[src/rtl/serial_framer.sv]
module serial_framer #(
  parameter int DATA_W = 10
) (
  input  logic              clk,
  input  logic              rst_n,
  input  logic              bit_en,
  input  logic [DATA_W-1:0] word_data,
  input  logic              word_valid,
  input  logic              sync_req_a,
  input  logic              sync_req_b,
  output logic              ser_out,
  output logic              frame_start
);
  localparam int FRAME_W = DATA_W + 2;
  localparam int CNT_W   = $clog2(FRAME_W);
  localparam int ONES    = FRAME_W / 2;

  logic [FRAME_W-1:0] data_frame, sync_frame, next_frame, shreg;
  logic [CNT_W-1:0]   left;
  logic               boundary;

  assign data_frame = {1'b0, (word_valid ? word_data : {DATA_W{1'b0}}), 1'b1};
  assign sync_frame = {{(FRAME_W-ONES){1'b0}}, {ONES{1'b1}}};
  assign next_frame = (sync_req_a | sync_req_b) ? sync_frame : data_frame;
  assign boundary   = (left == '0);

  always_ff @(posedge clk) begin
    if (!rst_n) begin
      shreg       <= '0;
      left        <= '0;
      ser_out     <= 1'b1;
      frame_start <= 1'b0;
    end else if (bit_en) begin
      if (boundary) begin
        ser_out     <= next_frame[0];
        shreg       <= next_frame >> 1;
        left        <= CNT_W'(FRAME_W - 1);
        frame_start <= 1'b1;
      end else begin
        ser_out     <= shreg[0];
        shreg       <= shreg >> 1;
        left        <= left - 1'b1;
        frame_start <= 1'b0;
      end
    end
  end
endmodule

[config.mk]
export PLATFORM = sky130hd
export DESIGN_NAME = serial_framer
export DESIGN_NICKNAME = d
export VERILOG_FILES = /design/src/rtl/serial_framer.sv
export SDC_FILE = /design/constraint.sdc
export NUM_CORES = 1
export LEC_CHECK = 0
export ABC_AREA = 0
export BUFFER_PORTS_ARGS = -buffer_cell sky130_fd_sc_hd__buf_2
export CAP_MARGIN = 20
export CORE_UTILIZATION = 55
export DETAILED_ROUTE_END_ITERATION = 10
export PLACE_DENSITY_LB_ADDON = 0.2
export SYNTH_ARGS = -nofsm -noshare
export SYNTH_HDL_FRONTEND = slang
export SYNTH_SLANG_ARGS = --single-unit
[constraint.sdc]
create_clock -name clk -period 2.2 [get_ports clk]
set_input_delay 0.11 -clock clk [delete_from_list [all_inputs] [get_ports clk]]
set_output_delay 0.11 -clock clk [all_outputs]
set_load 0.05 [all_outputs]
# Yosys cells after proc, flatten, opt, wreduce, memory -nomap -nowiden
# Cells that the tools add are included.
# word_totals
register_bits	18
out_inout_bits	2
# op_classes
addsub	1
muxes	6
n_bitwise	1
reduce_logical	1
# op_table
operator	count
11-bit two-way mux	2
10-bit two-way mux	1
4-bit logical NOT	1
4-bit two-way mux	1
4-bit by 1-bit subtractor with 4-bit output, second input constant	1
1-bit two-way mux	2
1-bit OR	1

# Depth between registers and ports, before layout
# Gate-level depths: netlist (run 1).
# logic_depth
word_depth	3
mapped_depth	6
mapped_depth_nobuf	5

# Worst setup path after synthesis (run 1)
# Ideal clock, no wire load.
# synth_path
kind	register to register
startpoint	register left[0]
endpoint	register shreg[3]
setup_ns	0.079
arrival_ns	1.339
required_ns	2.121
path_slack_ns	0.782
path_stages_with_launch	7
path_cell_list	dfxtp_1 inv_1 ha_1 or3b_1 buf_6 a21o_1 o221ai_2
# synth_via
elab_chain_len	2
# synth_rtl
item	line	source
start: declaration	19	logic [CNT_W-1:0] left;
start signal: assignment	37	left <= CNT_W'(FRAME_W - 1);
start signal: assignment	42	left <= left - 1'b1;
4-bit logical NOT	25	assign boundary = (left == '0);
11-bit two-way mux	34	if (boundary) begin
end signal: assignment	36	shreg <= next_frame >> 1;
end signal: assignment	41	shreg <= shreg >> 1;
end: declaration	18	logic [FRAME_W-1:0] data_frame, sync_frame, next_frame, shreg;
# Every way passes these cells.
# A chain may end at the register's enable or synchronous reset.

# Final worst setup path (run 1)
# layout_path
startpoint	register left[0]
endpoint	register left[2]
# layout_via
elab_chain_len	2
word_cells_on_any_way	3
cone_classes	add/sub (1); mux (1); reduce/logical (1)
# layout_rtl
item	line
4-bit by 1-bit subtractor with 4-bit output or 4-bit logical NOT (tied branches)	42, 25
4-bit two-way mux (*)	34
# Every way passes the cells marked *; elsewhere a longest branch is shown, timed or not.

==> flow_summary.yaml, run 1 <==
clock_network:
  cts_tree: "built"
  cts-root-buf: "clkbuf_4"
  htreeDepth: 1
  clock-sinks: 16
  post-cts-setup-buffers: 0
  insertion_delay_ps: 280
  cts_resized: 0
  numCtsBuffers: 3
  clockBufferDepth: 2
  clk_pin_slew_worst_paths_ps: 90
  holdBufCountCts: 0
global_route:
  overflow: 0
  grt_pass1_wl_mm: 2.297
  grt_pass1_vias: 517
  antenna_found_initial: 0
  grt_use_total: 0.2198
  grt_max_degree: 32
route:
  dr.first_iter.drc_count: 11
  vias_per_cell: 5.798
  wl_mm: 1.562
  vias: 719
  wire_per_inst_um: 12.60
  ant_nets: 0
  remaining_drc_errors: 0
  firstDrtPassIters: 4
timing:
  tightest_slew_ps: 586.3
  setup_tns_ps: 0
  rsz0062_at_grt: "false"
  setup_viol: 0
  period_share: 0.7553
  slew-limit-headroom: 0.6077
  skew_ps: 1.838
  period_needed_ps: 1662
  fmax_mhz: 601.8
  finalHoldViolations: 0
  final_max_slew_viol_count: 0
critical_path:
  cp.required_ps: 2420
  crit_type: "reg2reg"
  path_delay_family: "simple AND/OR/NAND/NOR gates"
  worst-path-buf-inv: 2
  path_cells: "inv_1 -> ha_1 -> nor3b_2 -> buf_4 -> or3_2 -> a21oi_1"
  startpoint_type: "flip-flop"
  cp-end-kind: "flip-flop"
  cp_slowest_cell: "or3_2"
  path_max_fanout: 13
  crit_arrival_ps: 1880
  critical_path.max_stage_delay_ps: 450
  r2r_start: "left[0]"
  startpoint: "left[0]"
yosys:
  yosys.area.top_type: "dfxtp_1"
  ys_ff_latch: 16
  ys_top_cells_by_area: "dfxtp_1 40%, nand2_1 5.6%, nand3b_1 5.6%"
  synth_edf_count: 0
  ys.flop_type: "dfxtp_1"
  synth_cell_types: 25
  synth_compound_area_frac: 0.2326
  synth_top_family_by_area: "simple AND/OR/NAND/NOR gates"
  synth_top_area_share: 0.3969
  synth.avg_cell_area_um2: 8.407
  yosysWarningCount: 0
  syn-cell-area_um2: 807.0
  synth_most_common_cell: "dfxtp_1"
  yosysSeqAreaShare: 0.3969
  async_flop_share: 0
  synthAdderAreaFrac: 0.03101
  synth-simple-area-share: 0.2605
  synthTopCellsByCount: "16 x dfxtp_1, 12 x nand2_1, 7 x nand3_1, 7 x o21ai_0"
  syn_inst: 96
  synth.area.mux_share: 0.01240
  syn_nets: 114
  synth_xor_area_frac: 0
floorplanning:
  ioPinCount: 18
  num_rows: 13
  die_w_um: 40.31
  core_region_area_um2: 1334
  die-area_um2: 1624
  die_y_um: 40.31
  initial_core_util: 0.6051
final_layout:
  areaGrowthSynthToFinish_pct: 11.78
  fillers: 119
  drive_gt1_frac: 0.2202
  antennaDiodeCount: 0
  postLayoutCellArea_um2: 902.1
  final_core_util: 0.6764
  nets: 129
job:
  cap_viol_max_count: 0
power:
  p_leak_nw: 0.3647
  ir_worst_vdd_mv: 0.3738
  powerDensity_nw_per_um2: 693.8
min_path:
  min_from: "word_data[9]"
  hold_class: "in2reg"
place:
  detailed_place_hpwl_mm: 1.088
  dpl_cell_area_um2: 879.6
  gp_congestion: 0.6720
  port_buffers: 17
run_status:
  outcome: "finished clean"
==> worst reg2reg max path, stage by stage, from the launching register on <==
cell,delay (ps)
dfxtp_1,400
inv_1,90
ha_1,210
nor3b_2,160
buf_4,180
or3_2,450
a21oi_1,120
==> area by class of cell <==
| class | instances | area (um2) | share of cell area |
|---|---|---|---|
| Clock buffer | 3 | 22.52 | 0.02497 |
| Inverter | 4 | 15.01 | 0.01664 |
| Multi-Input combinational cell | 68 | 432.9 | 0.4799 |
| Sequential cell | 16 | 320.3 | 0.3551 |
| Tap cell | 15 | 18.77 | 0.02080 |
| Timing Repair Buffer | 18 | 92.59 | 0.1026 |
==> layer usage <==
layer	share of wire	wire, um	track usage
met1	0.51	801	0.3098
met2	0.44	687	0.2903
met3	0.037	58	0.06667
met4	0.0090	14	0.1250
met5	0	0	0
==> cells in the final DEF, fill, tap and decap left out, types with 2 or more instances in the layout <==
| master | n |
|---|---|
| nand2_1 | 12 |
| a211oi_1 | 2 |
| clkbuf_4 | 3 |
| dfxtp_1 | 16 |
| nand3b_1 | 6 |
| ha_1 | 2 |
| a31oi_1 | 6 |
| a21o_1 | 5 |
| nand3_1 | 7 |
| nor2_1 | 4 |
| inv_1 | 4 |
| nand4_1 | 4 |
| o21ai_0 | 7 |
| buf_2 | 17 |
| o221ai_1 | 4 |
==> power breakdown <==
group	internal, W	switching, W
clock network	0.0000634	0.0000840
registers	0.000316	0.0000187
logic	0.0000596	0.0000843
total	0.000439	0.000187
==> per-stage QoR <==
step                      total power, W  std cells  hold WS [ps]  setup WS (ps)
final                          0.0006259        124         102.2          538.3
after global routing           0.0006626        124         119.1          452.8
after CTS                      0.0006325        124         101.1          537.7
after detailed placement       0.0004845        121         402.1          554.9
after global placement         0.0004799        121         384.1          614.5
after floorplan                0.0004525         96         276.5          782.4
==> registers in the layout (all words and copies together), names as in the netlist <==
name and count:
ser_out 1, shreg 10, left 4, frame_start 1
==> logic make-up (layout without fill, tap and decap cells) <==
logic type,after synthesis,in the layout
fa+ha+maj,2,2
compound gates,27,27
buf+inv,12,25
simple gates,38,38
flops,16,16
mux,1,1
==> final timing paths <==
kind,to,slack [ps],depth (start not counted)
worst max-delay path,left[2],540,6
worst min-delay path,shreg[9],100,3
worst max register to register,left[2],540,6
worst min register to register,shreg[6],480,2
Note: power is estimated with default switching activity, not from simulation.
==> inputs of run 2 (changes only) <==
--- a/config.mk
+++ b/config.mk
@@ -8,7 +8,7 @@
 export ABC_AREA = 0
 export BUFFER_PORTS_ARGS = -buffer_cell sky130_fd_sc_hd__buf_2
 export CAP_MARGIN = 20
-export CORE_UTILIZATION = 55
+export CORE_UTILIZATION = 51
 export DETAILED_ROUTE_END_ITERATION = 10
 export PLACE_DENSITY_LB_ADDON = 0.2
 export SYNTH_ARGS = -nofsm -noshare
==> constraint.sdc (replaced) <==
create_clock -name clk -period 1.7 [get_ports clk]
set_input_delay 0.085 -clock clk [delete_from_list [all_inputs] [get_ports clk]]
set_output_delay 0.085 -clock clk [all_outputs]
set_load 0.05 [all_outputs]
==> run 2 against run 1 <==
Global-route usage fell by 1.5 points. Count of clock-buffer cells in the layout did not move. Clock power rose by 29%. Highest routed layer is now met3. Combinational power up 33%. Non-clock buffer count up 1. Die area increased by 7.5%. Critical path depth shrank 1.
==> flow_summary.yaml, run 2 (same netlist as run 1, synthesis figures left out) <==
final_layout:
  drive_gt1_frac: 0.2545
  nets: 130
  areaGrowthSynthToFinish_pct: 14.57
  largest_register_ff_count: 10
  antennaDiodeCount: 0
  final_core_util: 0.6688
  regMostFlops: "shreg"
  postLayoutCellArea_um2: 924.6
  mostFrequentLayoutCell: "buf_2"
  top_regs: "shreg x10, left x4"
  final_cell_mix: "17 x buf_2, 14 x dfxtp_1, 12 x nand2_1"
place:
  gp_congestion: 0.7696
  detailed_place_hpwl_mm: 1.171
  dpl_cell_area_um2: 894.6
  port_buffers: 17
critical_path:
  crit_type: "reg2reg"
  critical_path.max_stage_delay_ps: 510
  path_delay_family: "simple AND/OR/NAND/NOR gates"
  crit_arrival_ps: 1790
  cp-end-kind: "flip-flop"
  path_cells: "inv_1 -> ha_1 -> or3b_1 -> a21o_1 -> o221ai_2"
  worst-path-buf-inv: 1
  cp_slowest_cell: "or3b_1"
  cp.required_ps: 1900
  startpoint_type: "flip-flop"
  path_max_fanout: 10
timing:
  finalHoldViolations: 0
  tightest_slew_ps: 548.7
  final_max_slew_viol_count: 0
  setup_viol: 0
  fmax_mhz: 631.6
  period_share: 0.9313
  period_needed_ps: 1583
  slew-limit-headroom: 0.6338
  skew_ps: 4.970
power:
  comb_power_share: 0.235
  powerDensity_nw_per_um2: 883.9
  switching_share: 0.3020
  p_leak_nw: 0.3716
  ir_worst_vdd_mv: 0.6113
  clock_power_share: 0.233
  switching_power_w: 0.0002468
  intPower_w: 0.0005705
  seqPwrFrac: 0.532
floorplanning:
  num_rows: 13
  ioPinCount: 18
  die_w_um: 41.78
  initial_core_util: 0.5837
  die_y_um: 41.78
  core_region_area_um2: 1383
  die-area_um2: 1746
global_route:
  overflow: 0
  grt_pass1_vias: 678
  grt_max_degree: 22
  grt_pass1_wl_mm: 2.835
  antenna_found_initial: 0
  grt_use_total: 0.2051
job:
  cap_viol_max_count: 0
route:
  wire_per_inst_um: 13.64
  remaining_drc_errors: 0
  dr.first_iter.drc_count: 14
  vias: 761
  ant_nets: 0
  vias_per_cell: 6.088
  firstDrtPassIters: 4
  wl_mm: 1.705
clock_network:
  holdBufCountCts: 0
  clock-sinks: 16
  insertion_delay_ps: 270
  numCtsBuffers: 3
  clk_pin_slew_worst_paths_ps: 90
  clockBufferDepth: 2
  cts-root-buf: "clkbuf_4"
  htreeDepth: 1
  cts_tree: "built"
run_status:
  outcome: "finished clean"
min_path:
  hold_class: "in2reg"
==> run 2: final cells by class <==
class                   count  area [um2]
clock buffers               3       22.52
fillers                   121       457.9
inverters                   4       15.01
multi-input cells          68       442.9
flip-flops and latches     16       325.3
well taps                  15       18.77
repair buffers             19       100.1
==> run 2: routing by layer <==
| layer | track usage | vias up | routed length (um) |
|---|---|---|---|
| li1 | - | 380 | - |
| met1 | 0.2643 | 362 | 756 |
| met2 | 0.3531 | 19 | 868 |
| met3 | 0.03913 | 0 | 80 |
| met4 | 0.04516 | 0 | 0 |
| met5 | 0 | - | 0 |
==> run 2: worst paths after layout <==
check	start	to	slack [ps]	depth (start not counted)
setup reg to reg	left[0]	shreg[3]	120	5
hold / removal	word_data[9]	shreg[9]	90	3
hold reg to reg	shreg[6]	shreg[5]	470	2
setup / recovery	left[0]	shreg[3]	120	5
==> run 2: tightest hold or removal path, delay by kind of cell <==
| family | cells | cell delay [ps] |
|---|---|---|
| AOI/OAI and AO/OA | 1 | 70 |
| buffers and inverters | 1 | 100 |
| and+or+nand+nor | 1 | 70 |
==> run 2: power by group through the flow <==
stage	registers [W]	clock network, W	logic (W)
after detailed placement	0.000440	0	0.000193
final	0.000435	0.000190	0.000192
after global routing	0.000440	0.000204	0.000214
after global placement	0.000439	0	0.000187
after floorplan	0.000452	0	0.000134
after CTS	0.000432	0.000192	0.000194
==> run 2: through the flow <==
stage | hold WS, ps | std cells | setup WS (ps) | total power, W | setup TNS [ps]
after floorplan | 251.5 | 96 | 282.4 | 0.0005857 | 0
after global placement | 356.0 | 123 | 121.3 | 0.0006262 | 0
after detailed placement | 384.5 | 123 | 64.84 | 0.0006329 | 0
after CTS | 94.79 | 126 | 55.10 | 0.0008173 | 0
after global routing | 115.1 | 125 | -7.446 | 0.0008580 | -8.569
final | 93.76 | 125 | 116.8 | 0.0008173 | 0
==> run 2: repair_timing <==
| item | CTS | global route |
|---|---|---|
| endpoints found under the setup margin | 0 | 2 |
| buffers inserted | 0 | 0 |
| gates resized for setup | 0 | 5 |
